--- src/rtl/pwm_dac_pkg.sv ---
// Shared types for the pulse-width audio output.
// Assumes: nothing beyond IEEE 1800-2017.
package pwm_dac_pkg;

    // Source of the sample taken at a sweep boundary.
    typedef enum logic [1:0] {
        SRC_ACTIVE  = 2'd0,  // next slot of the word in play
        SRC_PENDING = 2'd1,  // first slot of the waiting word
        SRC_NONE    = 2'd2   // nothing available, repeat last level
    } feed_src_e;

endpackage

--- src/rtl/pdac_tick_div.sv ---
// Clock-enable divider: raises step_o for one clock in every DIV clocks.
// Assumes: DIV >= 2; no clock is generated, only an enable.
module pdac_tick_div #(
    parameter int DIV = 250
) (
    input  logic clk,
    input  logic rst_n,
    output logic step_o
);
    localparam int CW = (DIV > 1) ? $clog2(DIV) : 1;

    logic [CW-1:0] div_q;

    // Free-running modulo-DIV counter.
    always_ff @(posedge clk) begin
        if (!rst_n)
            div_q <= '0;
        else if (div_q == CW'(DIV - 1))
            div_q <= '0;
        else
            div_q <= div_q + 1'b1;
    end

    assign step_o = (div_q == CW'(DIV - 1));
endmodule

--- src/rtl/pdac_feeder.sv ---
// Sample feeder: captures packed words, hands out one slot per sweep
// (lowest half-word first) and rescales it to a duty level.
// Assumes: take_i pulses once per sweep; a write replaces a waiting word.
module pdac_feeder
    import pwm_dac_pkg::*;
#(
    parameter int SAMPLE_W = 16,
    parameter int SLOTS    = 4,
    parameter int LEVELS   = 25,
    parameter int CW       = 5
) (
    input  logic                      clk,
    input  logic                      rst_n,
    input  logic [SAMPLE_W*SLOTS-1:0] word_i,
    input  logic                      we_i,
    input  logic                      take_i,
    output logic [CW-1:0]             lvl_o,
    output logic                      starved_o
);
    localparam int WORD_W = SAMPLE_W * SLOTS;
    localparam int PTRW   = $clog2(SLOTS + 1);
    localparam int IW     = (SLOTS > 1) ? $clog2(SLOTS) : 1;
    localparam int PW     = SAMPLE_W + $clog2(LEVELS) + 1;

    logic [WORD_W-1:0]   act_q, pend_q;
    logic                pend_vld_q;
    logic [PTRW-1:0]     ptr_q;          // == SLOTS means word used up
    logic [CW-1:0]       lvl_q;
    logic                starved_q;
    logic [SAMPLE_W-1:0] slot_w [SLOTS];
    logic [SAMPLE_W-1:0] smp;
    logic [PW-1:0]       prod;
    feed_src_e           src;

    // Split the active word into its slots.
    for (genvar g = 0; g < SLOTS; g++) begin : g_slot
        assign slot_w[g] = act_q[g*SAMPLE_W +: SAMPLE_W];
    end

    // Pick the source of the next sample.
    always_comb begin
        if (ptr_q != PTRW'(SLOTS)) begin
            src = SRC_ACTIVE;
            smp = slot_w[ptr_q[IW-1:0]];
        end else if (pend_vld_q) begin
            src = SRC_PENDING;
            smp = pend_q[SAMPLE_W-1:0];
        end else begin
            src = SRC_NONE;
            smp = '0;
        end
    end

    // Rescale to 0..LEVELS-1 with a constant multiply and shift.
    assign prod = PW'(smp) * PW'(LEVELS);

    // Waiting-word register; the last write wins.
    always_ff @(posedge clk) begin
        if (!rst_n) begin
            pend_q     <= '0;
            pend_vld_q <= 1'b0;
        end else if (we_i) begin
            pend_q     <= word_i;
            pend_vld_q <= 1'b1;
        end else if (take_i && src == SRC_PENDING) begin
            pend_vld_q <= 1'b0;
        end
    end

    // Active word, slot pointer, level and starvation flag at each boundary.
    always_ff @(posedge clk) begin
        if (!rst_n) begin
            act_q     <= '0;
            ptr_q     <= PTRW'(SLOTS);
            lvl_q     <= '0;
            starved_q <= 1'b0;
        end else if (take_i) begin
            unique case (src)
                SRC_ACTIVE: begin
                    ptr_q     <= ptr_q + 1'b1;
                    lvl_q     <= prod[SAMPLE_W +: CW];
                    starved_q <= 1'b0;
                end
                SRC_PENDING: begin
                    act_q     <= pend_q;
                    ptr_q     <= PTRW'(1);
                    lvl_q     <= prod[SAMPLE_W +: CW];
                    starved_q <= 1'b0;
                end
                default: starved_q <= 1'b1;
            endcase
        end
    end

    assign lvl_o     = lvl_q;
    assign starved_o = starved_q;
endmodule

--- src/rtl/pdac_carrier.sv ---
// Carrier counter and comparator: counts 0..LEVELS-1 on each step and
// drives the output high while the count is below the level.
// Assumes: lvl_i only changes on the clock after wrap_o.
module pdac_carrier #(
    parameter int LEVELS = 25,
    parameter int CW     = 5
) (
    input  logic          clk,
    input  logic          rst_n,
    input  logic          step_i,
    input  logic [CW-1:0] lvl_i,
    output logic [CW-1:0] cnt_o,
    output logic          wrap_o,
    output logic          pwm_o
);
    logic [CW-1:0] cnt_q;
    logic          pwm_q;

    assign wrap_o = step_i && (cnt_q == CW'(LEVELS - 1));

    // Carrier position, advanced by the step enable.
    always_ff @(posedge clk) begin
        if (!rst_n)
            cnt_q <= '0;
        else if (wrap_o)
            cnt_q <= '0;
        else if (step_i)
            cnt_q <= cnt_q + 1'b1;
    end

    // Registered compare so the output pin never glitches.
    always_ff @(posedge clk) begin
        if (!rst_n)
            pwm_q <= 1'b0;
        else
            pwm_q <= (cnt_q < lvl_i);
    end

    assign cnt_o = cnt_q;
    assign pwm_o = pwm_q;
endmodule

--- src/rtl/pwm_audio_dac.sv ---
// Top: pulse-width audio output fed with four packed samples per word.
// Assumes: CLK_HZ divisible by CARRIER_HZ, CARRIER_HZ by SAMPLE_HZ.
module pwm_audio_dac #(
    parameter int CLK_HZ     = 50_000_000,
    parameter int CARRIER_HZ = 200_000,
    parameter int SAMPLE_HZ  = 8_000,
    parameter int SAMPLE_W   = 16,
    parameter int SLOTS      = 4
) (
    input  logic                      clk,
    input  logic                      rst_n,
    input  logic [SAMPLE_W*SLOTS-1:0] word_i,
    input  logic                      word_we_i,
    output logic                      pwm_o,
    output logic                      starved_o
);
    localparam int DIV    = CLK_HZ / CARRIER_HZ;
    localparam int LEVELS = CARRIER_HZ / SAMPLE_HZ;
    localparam int CW     = $clog2(LEVELS);

    logic          step;
    logic          wrap;
    logic [CW-1:0] car_cnt;
    logic [CW-1:0] cur_lvl;

    pdac_tick_div #(.DIV(DIV)) u_div (
        .clk(clk), .rst_n(rst_n), .step_o(step)
    );

    pdac_feeder #(
        .SAMPLE_W(SAMPLE_W), .SLOTS(SLOTS), .LEVELS(LEVELS), .CW(CW)
    ) u_feed (
        .clk(clk), .rst_n(rst_n), .word_i(word_i), .we_i(word_we_i),
        .take_i(wrap), .lvl_o(cur_lvl), .starved_o(starved_o)
    );

    pdac_carrier #(.LEVELS(LEVELS), .CW(CW)) u_car (
        .clk(clk), .rst_n(rst_n), .step_i(step), .lvl_i(cur_lvl),
        .cnt_o(car_cnt), .wrap_o(wrap), .pwm_o(pwm_o)
    );
endmodule

--- config.mk ---
export PLATFORM = sky130hd
export DESIGN_NAME = pwm_audio_dac
export DESIGN_NICKNAME = d
export VERILOG_FILES = /design/src/rtl/pwm_dac_pkg.sv /design/src/rtl/pdac_tick_div.sv /design/src/rtl/pdac_feeder.sv /design/src/rtl/pdac_carrier.sv /design/src/rtl/pwm_audio_dac.sv
export SDC_FILE = /design/constraint.sdc
export NUM_CORES = 1
export LEC_CHECK = 0
export ABC_AREA = 1
export BUFFER_PORTS_ARGS = -buffer_cell sky130_fd_sc_hd__buf_2
export CAP_MARGIN = 20
export CORE_ASPECT_RATIO = 0.6
export CORE_MARGIN = 2
export CORE_UTILIZATION = 50
export CTS_CLUSTER_SIZE = 8
export DETAILED_ROUTE_END_ITERATION = 10
export GPL_TIMING_DRIVEN = 1
export PLACE_DENSITY = 0.81
export SETUP_SLACK_MARGIN = 0.05
export SKIP_LAST_GASP = 1
export SYNTH_ARGS = -nofsm -noshare
export SYNTH_HDL_FRONTEND = slang
export SYNTH_SLANG_ARGS = --single-unit
--- constraint.sdc ---
create_clock -name clk -period 6.15 [get_ports clk]
set_clock_uncertainty 0.2 [all_clocks]
set_input_delay 1.23 -clock clk [delete_from_list [all_inputs] [get_ports clk]]
set_output_delay 1.23 -clock clk [all_outputs]
set_load 0.005 [all_outputs]
=== Word level (Yosys, flattened, before mapping) ===
Index checks and enable logic that the tools add are counted.

* Logic and storage cells: 43
* Output and inout port bits: 2
* Register bits: 152

* Reduce and logical (&&, ||, !) cells: 11
* Multiplexer cells: 11
* $lt $le $gt $ge: 2
* Bitwise gates (word level): 2
* Multiply operators: 1
* $add $sub $neg: 3
* Equality and inequality tests: 4

{| class="wikitable"
|+ Operators by type and width
! cell !! count
|-
| $mux W16 || 4
|-
| $bmux W16 S2 || 1
|-
| $mul A16 B5 Y21 const B || 1
|-
| $add A8 B1 Y8 const B || 1
|-
| $eq A8 B8 Y1 const B || 1
|-
| $pmux W3 S2 || 1
|-
| $reduce_and A2 Y1 || 3
|-
| $reduce_or A2 Y1 || 3
|-
| $add A5 B1 Y5 const B || 1
|-
| $eq A5 B5 Y1 const B || 1
|-
| $lt A5 B5 Y1 || 1
|-
| $mux W2 || 2
|-
| $reduce_bool A2 Y1 || 2
|-
| $add A3 B1 Y3 const B || 1
|-
| $ge A3 B3 Y1 const B || 1
|-
| $mux W1 || 3
|-
| $ne A3 B3 Y1 const B || 1
|-
| $not A2 Y3 || 1
|-
| $eq A2 B1 Y1 const B || 1
|-
| $logic_and A1 B1 Y1 || 2
|-
| $logic_not A2 Y1 || 1
|-
| $not A1 Y1 || 1
|}

=== Longest topological paths before layout ===
Gate-level depths: netlist of the first run.

* Depth after elaboration: 6
* Depth in mapped cells: 26
* Mapped depth without buffers: 24

=== Hierarchy ===
A second synthesis of the first run with hierarchy kept.

* Cells, all modules: 1024
* Area, all modules: 7592.3 um^2

{| class="wikitable"
|+ Modules (own cells, without submodules)
! module !! cells each !! area each (um^2) !! times used !! sequential area each (um^2)
|-
| pdac_feeder || 911 || 6792.8 || 1 || 2762.6
|-
| pdac_carrier || 60 || 409.1 || 1 || 120.1
|-
| pdac_tick_div || 53 || 390.4 || 1 || 160.2
|}

=== Worst setup path before layout of the first run ===
No wires, ideal clock.

* Path type: flip-flop to flip-flop
* From: register u_feed.ptr_q[0]
* To: register u_feed.lvl_q[4] (netlist: u_feed.lvl_o[4])
* Slack: 1.857 ns
* Data required time: 5.833 ns
* Arrival time: 3.976 ns
* Period minus slack after synthesis: 4.293 ns
* Path buffers: 3
* Stages on the path, launching flop included: 23
* Setup time: 0.117 ns
* Path through: dfxtp_1 > inv_1 > buf_4 > clkbuf_1 > ha_1 > nand2_4 > buf_1 > nand3_1 > o21ai_0 > ha_1 > ha_1 > inv_1 > fa_1 > inv_1 > ha_1 > nand2_1 > inv_1 > a21oi_1 > nand2_1 > a221oi_1 > a21oi_1 > nor2_1 > nor2_1

* Longest elaborated chain between the ends: 6

{| class="wikitable"
|+ Ends and longest elaborated chain
! what !! line !! RTL
|-
| start: declaration || pdac_feeder.sv:27 || <nowiki>logic [PTRW-1:0] ptr_q;</nowiki>
|-
| start signal: assignment || pdac_feeder.sv:74 || <nowiki>ptr_q <= PTRW'(SLOTS);</nowiki>
|-
| start signal: assignment || pdac_feeder.sv:80 || <nowiki>ptr_q <= ptr_q + 1'b1;</nowiki>
|-
| $not A2 Y3 (not written as such) || pdac_feeder.sv:44 || <nowiki>smp = slot_w[ptr_q[IW-1:0]];</nowiki>
|-
| $bmux W16 S2 || pdac_feeder.sv:44 ||
|-
| $mux W16 (not written as such) (2 in a row) || pdac_feeder.sv:44 ||
|-
| $mux W16 || pdac_feeder.sv:42 || <nowiki>if (ptr_q != PTRW'(SLOTS)) begin</nowiki>
|-
| $mul A16 B5 Y21 || pdac_feeder.sv:55 || <nowiki>assign prod = PW'(smp) * PW'(LEVELS);</nowiki>
|-
| end signal: assignment || pdac_feeder.sv:81 || <nowiki>lvl_q <= prod[SAMPLE_W +: CW];</nowiki>
|-
| end signal: assignment || pdac_feeder.sv:87 || <nowiki>lvl_q <= prod[SAMPLE_W +: CW];</nowiki>
|-
| end: declaration || pdac_feeder.sv:28 || <nowiki>logic [CW-1:0] lvl_q;</nowiki>
|}

Parallel ways exist; a longest one is shown, timed or not. The select of a mux whose other input is x is not followed.
A chain may end at the register's enable or synchronous reset.

=== Worst setup path in the final report of the first run ===
* From: register u_feed.ptr_q[1]
* To: register u_feed.lvl_q[4] (netlist: u_feed.lvl_o[4])

Same word-level chain as after synthesis.

==> results of run 1 <==
## Yosys cell counts, types with 2 or more instances
library cell | n | area (sq um)
fa_1 | 10 | 200
buf_4 | 3 | 22.5
a32o_1 | 5 | 50.1
nand3_1 | 44 | 220
a21o_1 | 5 | 37.5
clkbuf_1 | 35 | 131
o21ai_0 | 143 | 716
xor2_1 | 2 | 17.5
o21ai_1 | 4 | 20.0
nor3b_1 | 2 | 15.0
nand2_1 | 102 | 383
dfxtp_1 | 152 | 3040
a211oi_2 | 4 | 50.1
o31ai_1 | 2 | 15.0
buf_2 | 10 | 50.1
nor3_1 | 5 | 25.0
inv_2 | 4 | 15.0
nor2_1 | 212 | 796
a21oi_1 | 73 | 365
o21bai_1 | 3 | 22.5
inv_1 | 104 | 390
buf_6 | 2 | 22.5
nor4_1 | 2 | 12.5
a211oi_1 | 7 | 52.6
buf_1 | 3 | 11.3
ha_1 | 61 | 763
## logic make-up (layout without fill, tap and decap cells)
group | count (synthesis) | after routing | synth area share, %
AO/OA/AOI/OAI | 250 | 250 | 18.0
AND/OR/NAND/NOR | 377 | 377 | 20.6
XOR/XNOR | 2 | 2 | 0.231
flip-flops | 152 | 152 | 40.0
adder cells (fa/ha/maj) | 71 | 71 | 12.7
buffers and inverters | 161 | 213 | 8.46
## state kept, by name (all words and copies together), names as in the netlist
name	count
u_feed.act_q	64
u_feed.pend_q	64
u_div.div_q	8
u_car.cnt_o	5
u_feed.lvl_o	5
u_feed.ptr_q	3
u_car.pwm_o	1
u_feed.pend_vld_q	1
u_feed.starved_o	1
## through the flow
stage | util [%] | cell area, sq um
after global placement | 54.4 | 7980
final | 58.6 | 8590
after CTS | 58.4 | 8570
after global routing | 58.6 | 8590
after floorplan | - | 7600
after detailed placement | 54.4 | 7980
## tightest hold or removal path: stages (launching register included)
cell and delay [ns]:
dfxtp_1 0.30, inv_1 0.05, a21oi_1 0.05
## power by group through the flow
stage | clock [mW] | sequential [mW] | combinational [mW]
2_1_floorplan | 0 | 1.05 | 0.105
6_report | 1.06 | 1.03 | 0.155
5_1_grt | 1.11 | 1.04 | 0.180
4_1_cts | 1.07 | 1.03 | 0.155
3_3_place_gp | 0 | 1.05 | 0.147
3_5_place_dp | 0 | 1.05 | 0.153
## area by class of cell
cell class / instances / area, sq um / share of cell area (%)
Tap cell: 198 / 248 / 2.88
Clock inverter: 14 / 156 / 1.82
Sequential cell: 152 / 3040 / 35.4
Timing Repair Buffer: 73 / 390 / 4.54
Multi-Input combinational cell: 700 / 3910 / 45.5
Clock buffer: 18 / 439 / 5.11
Inverter: 108 / 405 / 4.72
## layer usage
metal	wire (um)	part of all wire [%]	global-route usage [%]
met1	9220	50	36.2
met3	1510	8.2	5.17
met4	329	1.8	6.74
met5	0	0	0
met2	7300	40	33.8
## path summary, 6_finish.rpt
path / cells past startpoint / end / slack [ns] / start
worst min-delay path: 2 / u_feed.act_q[40] / 0.25 / u_feed.act_q[40]
worst max register to register: 21 / u_feed.lvl_o[4] / 0.92 / u_feed.ptr_q[1]
worst max-delay path: 21 / u_feed.lvl_o[4] / 0.92 / u_feed.ptr_q[1]
worst min register to register: 2 / u_feed.act_q[40] / 0.25 / u_feed.act_q[40]
==> impl_metrics.csv, run 1 <==
group,metric,value,unit
synth,yosysWarnings,0,
synth,synth-main-ff-cell,"dfxtp_1",
finish,nFillCells,1319,
synth,yosys_register_bits,152,
setup_path,crit_path_start_kind,"flop",
power,power_density,262,nW/um^2
global_route,grt-ovfl-total,0,
floorplan,io_pins,69,
clock_network,cts_made_buffers,17,
route,num_vias,6751,
power,power,2.25,mW
route,drc,0,
clock_network,cts_max_level,4,
power,p_comb_share,6.9,%
global_route,grt_pass1_wl,31.2,mm
sta,hold_viol_final,0,
finish,finalNetCount,1190,
setup_path,cp_max_fo,32,
sta,maxSlewHeadroom,35.5,%
route,ant_nets,0,
setup_path,slowest_stage,"inv_1",
clock_network,cts_setup_buffers,0,
sta,drv_slew,0,
setup_path,end_kind,"flop",
global_route,antenna_found_initial,0,
finish,final_cell_mix,"nor2_1 (212), dfxtp_1 (152), o21ai_0 (143), inv_1 (103), nand2_1 (102)",
clock_network,cts-resized-gates,0,
sta,post-route-period-util,85.0,%
setup_path,crit_required,6.31,ns
floorplan,dieWidth,163,um
clock_network,postCtsHoldBufs,0,
synth,syn-cell-area,7600,sq um
sta,worst_pin_slew,0.967,ns
power,p_leak,4.05,nW
power,p_sw_share,26.2,%
synth,synth_edf_count,0,
sta,fin_crit,5.23,ns
clock_network,clock_latency,0.43,ns
clock_network,cts_root_buf,"clkbuf_16",
route,routedWlPerCell,14.5,um
floorplan,rows,34,
synth,synth_nets,1151,
route,drt_iter0_markers,646,
finish,areaGrowthSynthToFinish,13.1,%
setup_path,cpPeakStageDelay,0.71,ns
placement,dp_hpwl,12.4,mm
global_route,grt_use_total,23.9,%
global_route,grt_max_degree,122,
synth,synthArstFlopShare,0,%
power,switching_power,0.589,mW
sta,hold_ws,0.255,ns
setup_path,critPathBufInv,5,
sta,max_freq,191,MHz
placement,pre_cts_ws,1.11,ns
route,drtPass1Iterations,6,
sta,rsz0062_at_grt,"false",
clock_network,cts_tree,"built",
setup_path,path_cells,"inv_1 -> ha_1 -> nand2_4 -> nor2_8 -> inv_2 -> o21ai_0 -> ha_1 -> ha_1 -> inv_1 -> fa_1 -> inv_1 -> ha_1 -> nand2_1 -> inv_1 -> a21oi_1 -> nand2_1 -> a221oi_1 -> nand3_1 -> nand2_1 -> nor2_1 -> nor2_1",
setup_path,arrival,5.39,ns
floorplan,design.die.area,16200,sq um
placement,port_buffers,68,
finish,layout_commonest_cell,"nor2_1",
global_route,grt_pass1_vias,6240,
sta,setup_viol,0,
route,viasPerCell,5.35,
clock_network,path_clk_slew,0.06,ns
finish,stdcell_count,1263,
setup_path,timing.critical_path.max_delay_family,"adder cells",
synth,avgSynthCellArea,7.50,sq um
sta,tns,0,ns
power,clockPowerShare,47.2,%
floorplan,start_util,51.8,%
power,pwr-share-seq,45.9,%
floorplan,die_y,99.5,um
job,max-cap-violations,0,
placement,gp_congestion,0.914,
finish,drive_gt1_share,11.5,%
synth,netlist_instances,1013,
sta,setup_slack,0.921,ns
power,intPower,1.66,mW
finish,antenna_cells,0,
synth,ys_seq_area_share,40.0,%
floorplan,core-area,14700,sq um
min_path,hold_class,"flop to flop",
synth,yosysUniqueCellTypes,40,
route,wirelength,18.4,mm
status,status,"finished, final reports clean",
clock_network,numClockSinks,152,
setup_path,path_class,"flop to flop",
clock_network,clockBufferDepth,2,
placement,dp_cells,1230,
power,max-vdd-ir-drop,182,uV
Note: power is estimated with default switching activity, not from simulation.
==> run 2, diff against run 1 <==
- clock period: 6.15 -> 5.8 ns (I/O delays scaled with it)
==> run 2 against run 1 <==
  * Combinational power is 6% higher
  * Critical path depth is the same
  * Clock power rose by 8%
  * Sequential share of layout area shrank 0.15 points
  * Global-route usage increased by 0.15 points
  * Via count is 0.43% higher
  * Hold slack gained 0.00069 ns
  * Register-to-register slack improved by 0.02 ns
  * Utilization is 0.25 points higher
  * Setup slack improved by 0.017 ns
  * Routed wire length up 0.39%
  * First-iteration DRC count rose by 4.0%
  * Critical endpoint unchanged
  * Largest cell class unchanged
==> impl_metrics.csv, run 2 (same netlist as run 1, synthesis figures left out) <==
group,metric,value,unit
status,status,"finished, final reports clean",
floorplan,start_util,51.8,%
clock_network,path_clk_slew,0.07,ns
clock_network,cts_made_buffers,17,
clock_network,cts-resized-gates,0,
route,routedWlPerCell,14.6,um
placement,dp_hpwl,12.5,mm
route,wirelength,18.4,mm
floorplan,core-area,14700,sq um
floorplan,dieWidth,163,um
setup_path,crit_path_start_kind,"flop",
min_path,hold_end,"u_feed.act_q[39]",
floorplan,rows,34,
global_route,grt_use_total,24.0,%
route,viasPerCell,5.36,
global_route,grt-ovfl-total,0,
route,num_vias,6780,
setup_path,arrival,5.02,ns
sta,drv_slew,0,
power,p_leak,4.07,nW
finish,antenna_cells,0,
clock_network,cts_tree,"built",
setup_path,r2r_slack,0.94,ns
global_route,grt_max_degree,121,
floorplan,die_y,99.5,um
clock_network,cts_root_buf,"clkbuf_16",
setup_path,reg2reg_depth,21,
route,drtPass1Iterations,5,
min_path,hold_depth,2,
finish,final_cell_mix,"nor2_1 (212), dfxtp_1 (152), o21ai_0 (143), inv_1 (103), nand2_1 (102)",
sta,hold_ws,0.255,ns
route,ant_nets,0,
sta,fin_crit,4.86,ns
finish,finalNetCount,1191,
placement,dp_cells,1230,
power,max-vdd-ir-drop,145,uV
sta,hold_viol_final,0,
power,power_density,278,nW/um^2
sta,post-route-period-util,83.8,%
sta,tns,0,ns
finish,areaGrowthSynthToFinish,13.6,%
min_path,hold_class,"flop to flop",
global_route,antenna_found_initial,0,
finish,nFillCells,1281,
clock_network,cts_max_level,4,
setup_path,path_class,"flop to flop",
sta,worst_pin_slew,0.960,ns
global_route,grt_pass1_vias,6422,
sta,setup_viol,0,
finish,drive_gt1_share,11.5,%
sta,max_freq,206,MHz
clock_network,numClockSinks,152,
sta,maxSlewHeadroom,36.0,%
setup_path,rr_startpoint,"u_feed.ptr_q[0]",
global_route,grt_pass1_wl,31.3,mm
sta,rsz0062_at_grt,"false",
job,max-cap-violations,0,
clock_network,clockBufferDepth,2,
floorplan,design.die.area,16200,sq um
clock_network,postCtsHoldBufs,0,
finish,layout_commonest_cell,"nor2_1",
finish,regArea,3040,sq um
floorplan,io_pins,69,
placement,port_buffers,68,
clock_network,cts_setup_buffers,0,
finish,final_util,58.8,%
clock_network,clock_latency,0.43,ns
setup_path,r2r_end,"u_feed.lvl_o[4]",
finish,stdcell_count,1264,
route,drc,0,
min_path,min_from,"u_feed.act_q[39]",
route,drt_iter0_markers,672,
setup_path,crit_required,5.96,ns
finish,reg_top3,"u_feed.act_q x64, u_feed.pend_q x64, u_div.div_q x8",
finish,multi_input_area,3910,sq um
placement,gp_congestion,0.939,
setup_path,end_kind,"flop",
setup_path,cp_max_fo,21,
[run 2: metrics by stage]
step                      worst slack, ns  instance area [sq um]  power, mW
final                               0.938                   8630       2.40
after global routing                0.543                   8630       2.48
after CTS                            1.03                   8580       2.40
after detailed placement             1.07                   7980       1.28
after global placement               1.25                   7980       1.27
after floorplan                      1.51                   7600       1.22
[run 2: cell type report]
cell class	instances	area share (%)
Clock buffer	17	4.93
Tap cell	198	2.87
Clock inverter	15	2.07
Multi-Input combinational cell	700	45.3
Timing Repair Buffer	74	4.84
Sequential cell	152	35.3
Inverter	108	4.70
[run 2: routing by layer]
| layer | vias to the layer above | routed length (um) | GRT usage [%] |
|---|---|---|---|
| met1 | 3062 | 8860 | 34.8 |
| met4 | 0 | 334 | 7.62 |
| met5 | - | 0 | 0 |
| met3 | 36 | 1690 | 6.09 |
| met2 | 285 | 7540 | 34.9 |
| li1 | 3397 | - | - |
[run 2: where the power goes]
group	internal [mW]	switching (mW)
combinational	0.0623	0.103
sequential	1.08	0.0187
clock	0.621	0.514
[run 2: worst max-delay path, cell delays in order, from the launching register on]
cell and delay (ns):
dfxtp_1 0.31, inv_1 0.45, ha_1 0.30, nand2_4 0.16, nor2_8 0.18, inv_2 0.11
o21ai_0 0.38, ha_1 0.32, ha_1 0.28, inv_1 0.06, fa_1 0.54, inv_1 0.04
ha_1 0.28, nand2_1 0.09, inv_1 0.06, a21oi_1 0.19, nand2_1 0.14, a221oi_1 0.33
nand3_1 0.13, nand2_1 0.10, nor2_1 0.05, nor2_1 0.08
[run 2: how the worst max path moves through the flow]
stage	start	endpoint	slack [ns]	cells after the start
after floorplan	u_feed.ptr_q[0]	u_feed.lvl_o[4]	1.51	22
after global placement	u_feed.ptr_q[0]	u_feed.lvl_o[3]	1.25	21
after detailed placement	u_feed.ptr_q[0]	u_feed.lvl_o[3]	1.07	21
after CTS	u_feed.ptr_q[0]	u_feed.lvl_o[4]	1.03	21
after global routing	u_feed.ptr_q[0]	u_feed.lvl_o[4]	0.54	21
final	u_feed.ptr_q[0]	u_feed.lvl_o[4]	0.94	21
